`src/rtl/mcu_regs_pkg.sv`:
```
package mcu_regs_pkg;
  localparam int DW = 8;
  localparam int AW = 8;
  localparam int BW = $clog2(DW);
  localparam int DP_BYTES = 3;
  localparam int DPW = DW * DP_BYTES;
  localparam int NGEN = 4;

  localparam logic [AW-1:0] A_ACC  = 8'hE0;
  localparam logic [AW-1:0] A_OPB  = 8'hF0;
  localparam logic [AW-1:0] A_STAT = 8'hD0;
  localparam logic [AW-1:0] A_PWR  = 8'h87;
  localparam logic [AW-1:0] A_SP   = 8'h81;
  localparam logic [AW-1:0] A_DPLO = 8'h82;
  localparam logic [AW-1:0] A_DPHI = 8'h83;
  localparam logic [AW-1:0] A_DPPG = 8'h84;

  localparam logic [DW-1:0] SP_RST    = 8'h07;
  localparam logic [DW-1:0] STAT_MASK = 8'hFE;
  localparam logic [DW-1:0] PWR_MASK  = 8'h9F;

  // generic byte registers: index 0 acc, 1 operand, 2 status, 3 power
  localparam int G_ACC = 0;
  localparam int G_OPB = 1;
  localparam int G_STAT = 2;
  localparam int G_PWR = 3;
  localparam logic [NGEN-1:0][AW-1:0] GEN_ADDR = {A_PWR, A_STAT, A_OPB, A_ACC};
  localparam logic [NGEN-1:0][DW-1:0] GEN_MASK = {PWR_MASK, STAT_MASK, 8'hFF, 8'hFF};
  localparam logic [NGEN-1:0]         GEN_BIT  = 4'b0111;
endpackage

```
`src/rtl/mcu_sfr_reg.sv`:
```
module mcu_sfr_reg
  import mcu_regs_pkg::*;
#(
  parameter logic [DW-1:0] RST_VAL = '0,
  parameter logic [DW-1:0] WMASK   = '1,
  parameter bit            BIT_OK  = 1'b1
) (
  input  logic          clk,
  input  logic          rst_n,
  input  logic          wr_en,
  input  logic [DW-1:0] wdata,
  input  logic          bset,
  input  logic          bclr,
  input  logic [BW-1:0] bsel,
  output logic [DW-1:0] q
);
  logic [DW-1:0] q_n;
  logic [DW-1:0] bit_oh;
  logic          bit_op;
  logic          en;

  assign bit_oh = {{(DW-1){1'b0}}, 1'b1} << bsel;
  assign bit_op = BIT_OK && (bset || bclr);
  assign en     = wr_en || bit_op;

  always_comb begin
    q_n = q;
    if (wr_en) begin
      q_n = wdata & WMASK;
    end else if (bit_op) begin
      q_n = (bclr ? (q & ~bit_oh) : (q | bit_oh)) & WMASK;
    end
  end

  always_ff @(posedge clk or negedge rst_n) begin
    if (!rst_n) q <= RST_VAL & WMASK;
    else if (en) q <= q_n;
  end

  assert_masked_bits_zero_R10: assert property (@(posedge clk) disable iff (!rst_n)
    (q & ~WMASK) == '0);
  assert_bit_clear_R9: assert property (@(posedge clk) disable iff (!rst_n)
    (BIT_OK && !wr_en && bclr) |=> (q[$past(bsel)] == 1'b0));
  assert_write_first_R9: assert property (@(posedge clk) disable iff (!rst_n)
    wr_en |=> q == ($past(wdata) & WMASK));
endmodule

```
`src/rtl/mcu_stack_ptr.sv`:
```
module mcu_stack_ptr
  import mcu_regs_pkg::*;
(
  input  logic          clk,
  input  logic          rst_n,
  input  logic          wr_en,
  input  logic [DW-1:0] wdata,
  input  logic          push,
  input  logic          pop,
  output logic [DW-1:0] sp_q,
  output logic [DW-1:0] stk_addr
);
  logic [DW-1:0] sp_n;
  logic [DW-1:0] sp_up;
  logic          en;

  assign sp_up    = sp_q + 1'b1;
  assign stk_addr = push ? sp_up : sp_q;
  assign en       = wr_en || push || pop;

  always_comb begin
    sp_n = sp_q;
    if (wr_en)     sp_n = wdata;
    else if (push) sp_n = sp_up;
    else if (pop)  sp_n = sp_q - 1'b1;
  end

  always_ff @(posedge clk or negedge rst_n) begin
    if (!rst_n) sp_q <= SP_RST;
    else if (en) sp_q <= sp_n;
  end

  assert_push_preinc_R2: assert property (@(posedge clk) disable iff (!rst_n)
    (push && !wr_en) |=> sp_q == $past(stk_addr));
  assert_pop_dec_R3: assert property (@(posedge clk) disable iff (!rst_n)
    (pop && !push && !wr_en) |=> sp_q == $past(sp_q) - 8'd1);
  assert_write_wins_R6: assert property (@(posedge clk) disable iff (!rst_n)
    wr_en |=> sp_q == $past(wdata));
endmodule

```
`src/rtl/mcu_data_ptr.sv`:
```
module mcu_data_ptr
  import mcu_regs_pkg::*;
(
  input  logic                clk,
  input  logic                rst_n,
  input  logic [DP_BYTES-1:0] wr_en,
  input  logic [DW-1:0]       wdata,
  input  logic                inc,
  output logic [DPW-1:0]      dptr
);
  logic [DP_BYTES-1:0][DW-1:0] dp_q;
  logic [DP_BYTES-1:0][DW-1:0] dp_n;
  logic [DPW-1:0]              dp_plus;
  logic                        any_wr;
  logic                        do_inc;

  assign any_wr  = |wr_en;
  assign do_inc  = inc && !any_wr;
  // a 24-bit +1 carries from the high byte straight into the page byte
  assign dp_plus = dp_q + 1'b1;
  assign dptr    = dp_q;

  for (genvar i = 0; i < DP_BYTES; i++) begin : g_byte
    always_comb begin
      dp_n[i] = dp_q[i];
      if (wr_en[i])    dp_n[i] = wdata;
      else if (do_inc) dp_n[i] = dp_plus[i*DW +: DW];
    end

    always_ff @(posedge clk or negedge rst_n) begin
      if (!rst_n) dp_q[i] <= '0;
      else if (wr_en[i] || do_inc) dp_q[i] <= dp_n[i];
    end
  end

  assert_dptr_carry_R5: assert property (@(posedge clk) disable iff (!rst_n)
    (inc && !any_wr && dp_q[1] == 8'hFF && dp_q[0] == 8'hFF) |=>
      (dp_q[1] == 8'h00 && dp_q[0] == 8'h00 && dp_q[2] == $past(dp_q[2]) + 8'd1));
  assert_write_beats_inc_R6: assert property (@(posedge clk) disable iff (!rst_n)
    (inc && any_wr && !wr_en[0]) |=> $stable(dp_q[0]));
endmodule

```
`src/rtl/mcu_core_regs.sv`:
```
module mcu_core_regs
  import mcu_regs_pkg::*;
(
  input  logic        clk,
  input  logic        rst_n,
  input  logic [7:0]  rb_addr,
  input  logic        rb_we,
  input  logic [7:0]  rb_wdata,
  input  logic        rb_bit_set,
  input  logic        rb_bit_clr,
  input  logic [2:0]  rb_bit_idx,
  input  logic        stk_push,
  input  logic        stk_pop,
  input  logic        dp_inc,
  output logic [7:0]  rb_rdata,
  output logic [7:0]  stk_addr,
  output logic [23:0] dptr,
  output logic [1:0]  reg_bank,
  output logic        pwr_idle_req,
  output logic        pwr_down_req
);
  logic                        rst_meta_n;
  logic                        rst_sync_n;
  logic [NGEN-1:0][DW-1:0]     gen_q;
  logic [DW-1:0]               sp_q;
  logic [DP_BYTES-1:0]         dp_wr;
  logic                        addr_hit;

  // asynchronous assert, synchronous release
  always_ff @(posedge clk or negedge rst_n) begin
    if (!rst_n) begin
      rst_meta_n <= 1'b0;
      rst_sync_n <= 1'b0;
    end else begin
      rst_meta_n <= 1'b1;
      rst_sync_n <= rst_meta_n;
    end
  end

  for (genvar g = 0; g < NGEN; g++) begin : g_reg
    logic sel;
    assign sel = (rb_addr == GEN_ADDR[g]);
    mcu_sfr_reg #(
      .RST_VAL(8'h00),
      .WMASK  (GEN_MASK[g]),
      .BIT_OK (GEN_BIT[g])
    ) u_reg (
      .clk  (clk),
      .rst_n(rst_sync_n),
      .wr_en(rb_we && sel),
      .wdata(rb_wdata),
      .bset (rb_bit_set && sel),
      .bclr (rb_bit_clr && sel),
      .bsel (rb_bit_idx),
      .q    (gen_q[g])
    );
  end

  mcu_stack_ptr u_sp (
    .clk     (clk),
    .rst_n   (rst_sync_n),
    .wr_en   (rb_we && (rb_addr == A_SP)),
    .wdata   (rb_wdata),
    .push    (stk_push),
    .pop     (stk_pop),
    .sp_q    (sp_q),
    .stk_addr(stk_addr)
  );

  assign dp_wr[0] = rb_we && (rb_addr == A_DPLO);
  assign dp_wr[1] = rb_we && (rb_addr == A_DPHI);
  assign dp_wr[2] = rb_we && (rb_addr == A_DPPG);

  mcu_data_ptr u_dp (
    .clk  (clk),
    .rst_n(rst_sync_n),
    .wr_en(dp_wr),
    .wdata(rb_wdata),
    .inc  (dp_inc),
    .dptr (dptr)
  );

  always_comb begin
    addr_hit = 1'b1;
    unique case (rb_addr)
      A_ACC:  rb_rdata = gen_q[G_ACC];
      A_OPB:  rb_rdata = gen_q[G_OPB];
      A_STAT: rb_rdata = {gen_q[G_STAT][7:1], ^gen_q[G_ACC]};
      A_PWR:  rb_rdata = gen_q[G_PWR];
      A_SP:   rb_rdata = sp_q;
      A_DPLO: rb_rdata = dptr[7:0];
      A_DPHI: rb_rdata = dptr[15:8];
      A_DPPG: rb_rdata = dptr[23:16];
      default: begin
        rb_rdata = '0;
        addr_hit = 1'b0;
      end
    endcase
  end

  assign reg_bank     = gen_q[G_STAT][4:3];
  assign pwr_idle_req = gen_q[G_PWR][0];
  assign pwr_down_req = gen_q[G_PWR][1];

  assert_bank_follows_write_R7: assert property (@(posedge clk) disable iff (!rst_sync_n)
    (rb_we && rb_addr == A_STAT) |=> reg_bank == $past(rb_wdata[4:3]));
  assert_sp_after_reset_R1: assert property (@(posedge clk) disable iff (!rst_sync_n)
    $rose(rst_sync_n) |-> sp_q == SP_RST);
  assert_power_reqs_R10: assert property (@(posedge clk) disable iff (!rst_sync_n)
    (rb_we && rb_addr == A_PWR) |=> {pwr_down_req, pwr_idle_req} == $past(rb_wdata[1:0]));
  assert_unmapped_zero_R11: assert property (@(posedge clk) disable iff (!rst_sync_n)
    !addr_hit |-> rb_rdata == 8'h00);
endmodule

```
`config.mk`:
```
export PLATFORM = sky130hd
export DESIGN_NAME = mcu_core_regs
export DESIGN_NICKNAME = d
export VERILOG_FILES = /design/src/rtl/mcu_regs_pkg.sv /design/src/rtl/mcu_sfr_reg.sv /design/src/rtl/mcu_stack_ptr.sv /design/src/rtl/mcu_data_ptr.sv /design/src/rtl/mcu_core_regs.sv
export SDC_FILE = /design/constraint.sdc
export NUM_CORES = 1
export LEC_CHECK = 0
export BUFFER_PORTS_ARGS = -buffer_cell sky130_fd_sc_hd__buf_4
export CORE_MARGIN = 2
export CORE_UTILIZATION = 62
export DETAILED_ROUTE_END_ITERATION = 8
export GPL_TIMING_DRIVEN = 0
export PLACE_DENSITY = 0.84
export SETUP_SLACK_MARGIN = 0.5
export SKIP_LAST_GASP = 1
export SLEW_MARGIN = 20
export SYNTH_ARGS = -nofsm -noshare
export SYNTH_HDL_FRONTEND = slang
export SYNTH_SLANG_ARGS = --single-unit
```
`constraint.sdc`:
```
create_clock -name clk -period 3.12 [get_ports clk]
set_input_delay 0.156 -clock clk [delete_from_list [all_inputs] [get_ports clk]]
set_output_delay 0.156 -clock clk [all_outputs]
set_load 0.02 [all_outputs]
```
==> results by group <==
Synth
  • Post-synthesis register bit count: 63
  • Cells after Synth: 515
  • Syn nets: 547
  • EDFF count, synth: 0
  • Yosys warns: 0
  • Syn Std Cell Area: 4290 sq um
  • Post-synth ARST share: 1.00
  • Most common cell in the netlist: a21oi_1
  • Yosys cell types: 56
  • Top post-synthesis cells by area: dfrtp_1 (35%), a21oi_1 (8.6%), nand2_1 (4.4%)
  • Predominant post-synthesis flop cell: dfrtp_1
  • Commonest cells post-synth: a21oi_1 (74), dfrtp_1 (60), nand2_1 (50)
  • Syn avg cell area: 8.34 sq um
  • Synth area leader: dfrtp_1
  • Top cell type's share of synthesized area: 0.350
  • Part of the Yosys area used for sequential elements: 0.368

Clocking
  • CTS tree: built
  • # H-tree levels: 3
  • CTS clk-pin slew, worst paths: 0.08 ns
  • Post-CTS setup buffers: 0
  • Bufs on Longest Clock Path: 2
  • CTS root buf: clkbuf_8
  • Clock Sinks: 63
  • Clock latency on the worst-skew pair: 0.34 ns
  • CTS Buf Count: 9

Placement
  • I/O Buffers: 68
  • HPWL Detailed: 9.88 mm
  • Setup WS pre-CTS: 0.651 ns
  • GPL Wtd Cong: 0.959

Routing
  • Drt total wl: 13.8 mm
  • Vias per cell: 6.74
  • DR WL/cell: 20.3 um
  • 1st-pass router iterations: 5
  • Via count: 4592
  • DR iter-0 viols: 565
  • DR DRC count: 0
  • Detail Route Antenna Nets: 0

Finish
  • Area of the multi-input gates: 2530 sq um
  • Fillers: 536
  • Sequential cell area: 1580 sq um
  • Antenna diodes: 0
  • Share of layout cells above drive strength 1: 0.198
  • Area growth, synth to finish: 19.7%
  • Final Net Count: 628

Critical path
  • Crit Path Class: register to register
  • CP max FO: 7
  • CP Capture Type: register
  • Worst reg-to-reg path cell count: 5
  • Crit path DAT: 2.73 ns
  • CP Data Required Time: 3.35 ns
  • Startpoint types: register
  • Worst Setup SP: u_dp.dptr[3]$_DFFE_PN0P_
  • Crit Reg-Reg Startpoint: u_dp.dptr[3]$_DFFE_PN0P_

Power
  • P_leak: 2.27 nW
  • PwrDens: 533 nW/um^2
  • Worst ir drop on vdd: 0.293 mV

Timing
  • Hold Fails Final Rpt: 0
  • Peak Freq: 0.400 GHz
  • Fin crit share: 0.802
  • Min cycle time layout: 2.50 ns
  • Worst setup margin: 0.617 ns
  • Final Skew: 0.0141 ns
  • Hold WS: 0.119 ns
  • Setup TNS: 0 ns
  • # setup viols final: 0
  • Slew @ Worst Pin: 1.04 ns
  • RSZ-0062 raised after global routing: no
  • Slew Viols, Final: 0
  • Worst slew margin: 0.303

Die
  • IO Pins: 71
  • Floorplan Core Area: 6760 sq um
  • Site Rows: 30
  • Initial Util: 0.636
  • Die Area: 7610 sq um
  • Horiz. Die Dim: 87.2 um
  • Chip Height: 87.2 um

GRT
  • Vias in the first global route: 4180
  • Overflow after GRT: 0
  • Gr usage total: 0.377
  • Initial antenna violation count: 1
  • First-pass GRT wire length: 21.9 mm
  • Largest net degree at the start of global routing: 40

Min path
  • Min-delay src: rb_wdata[0]
  • Worst Hold Depth: 3
  • Hold WC Path Type: input port to register

Job
  • Maximum Capacitance Violations: 0

Run status
  • Status: completed
[worst max-delay path, stage by stage (launching register included)]
cell and delay (ns):
dfrtp_1 0.48, nand3_1 0.22, nor4_1 0.93, nand4_1 0.24, a21o_1 0.23, a221o_1 0.29
[report_power, final]
group / internal, mW / switching, mW / total, mW
clock: 0.409 / 0.322 / 0.731
combinational: 0.390 / 0.516 / 0.906
sequential: 0.949 / 0.154 / 1.10
[per-layer routing]
metal  wire [um]  track usage
met5           0            0
met4         423        0.110
met3        1510       0.0825
met2        6300        0.584
met1        5610        0.532
[layout make-up]
type / count / share of cell area
inverters: 15 / 0.0110
clock inverters: 4 / 0.00877
multi-input cells: 407 / 0.492
repair buffers: 70 / 0.105
well taps: 80 / 0.0195
clock buffers: 12 / 0.0302
flip-flops and latches: 63 / 0.308
plain buffers: 30 / 0.0251
[through the flow]
stage                util  power [mW]  area, sq um  cells
global route        0.761        2.87         5140    681
finish              0.761        2.74         5140    681
detailed placement  0.729        2.00         4930    664
floorplan               -        1.65         4290    515
global placement    0.726        1.98         4900    663
CTS                 0.761        2.73         5140    681
[cell usage in the layout, fill, tap and decap left out, types with 12 or more instances in the layout]
cell type   n
a21oi_1    74
buf_4      70
clkbuf_1   21
dfrtp_1    59
inv_1      14
mux2_2     13
nand2_1    50
nand3_1    17
nand4_1    16
nor2_1     36
nor3_1     12
o21ai_0    30
xnor2_1    18
xor2_1     12
[kinds of logic (layout without fill, tap and decap cells)]
logic type,Yosys count,count (layout),share of synthesized area
simple gates,190,190,0.234
compound gates,157,157,0.219
flops,63,63,0.368
buf+inv,45,131,0.0431
xor+xnor,30,30,0.0612
mux,24,24,0.0597
fa+ha+maj,5,5,0.0146
other cells,1,1,0.000873
[final timing paths]
check,endpoint,slack (ns)
max,u_dp.dptr[18]$_DFFE_PN0P_,0.62
min,u_dp.dptr[0]$_DFFE_PN0P_,0.12
max reg2reg,u_dp.dptr[18]$_DFFE_PN0P_,0.62
min reg2reg,u_dp.dptr[17]$_DFFE_PN0P_,0.23
max in group asynchronous,u_sp.sp_q[2]$_DFFE_PN1P_,2.29
min in group asynchronous,rst_sync_n$_DFF_PN0_,0.15
[what timing repair did]
item | in CTS | in global routing
gates resized for setup | 0 | 0
hold endpoints to repair | 2 | 0
hold buffers | 1 | 0
(Power assumes the default switching activity.)
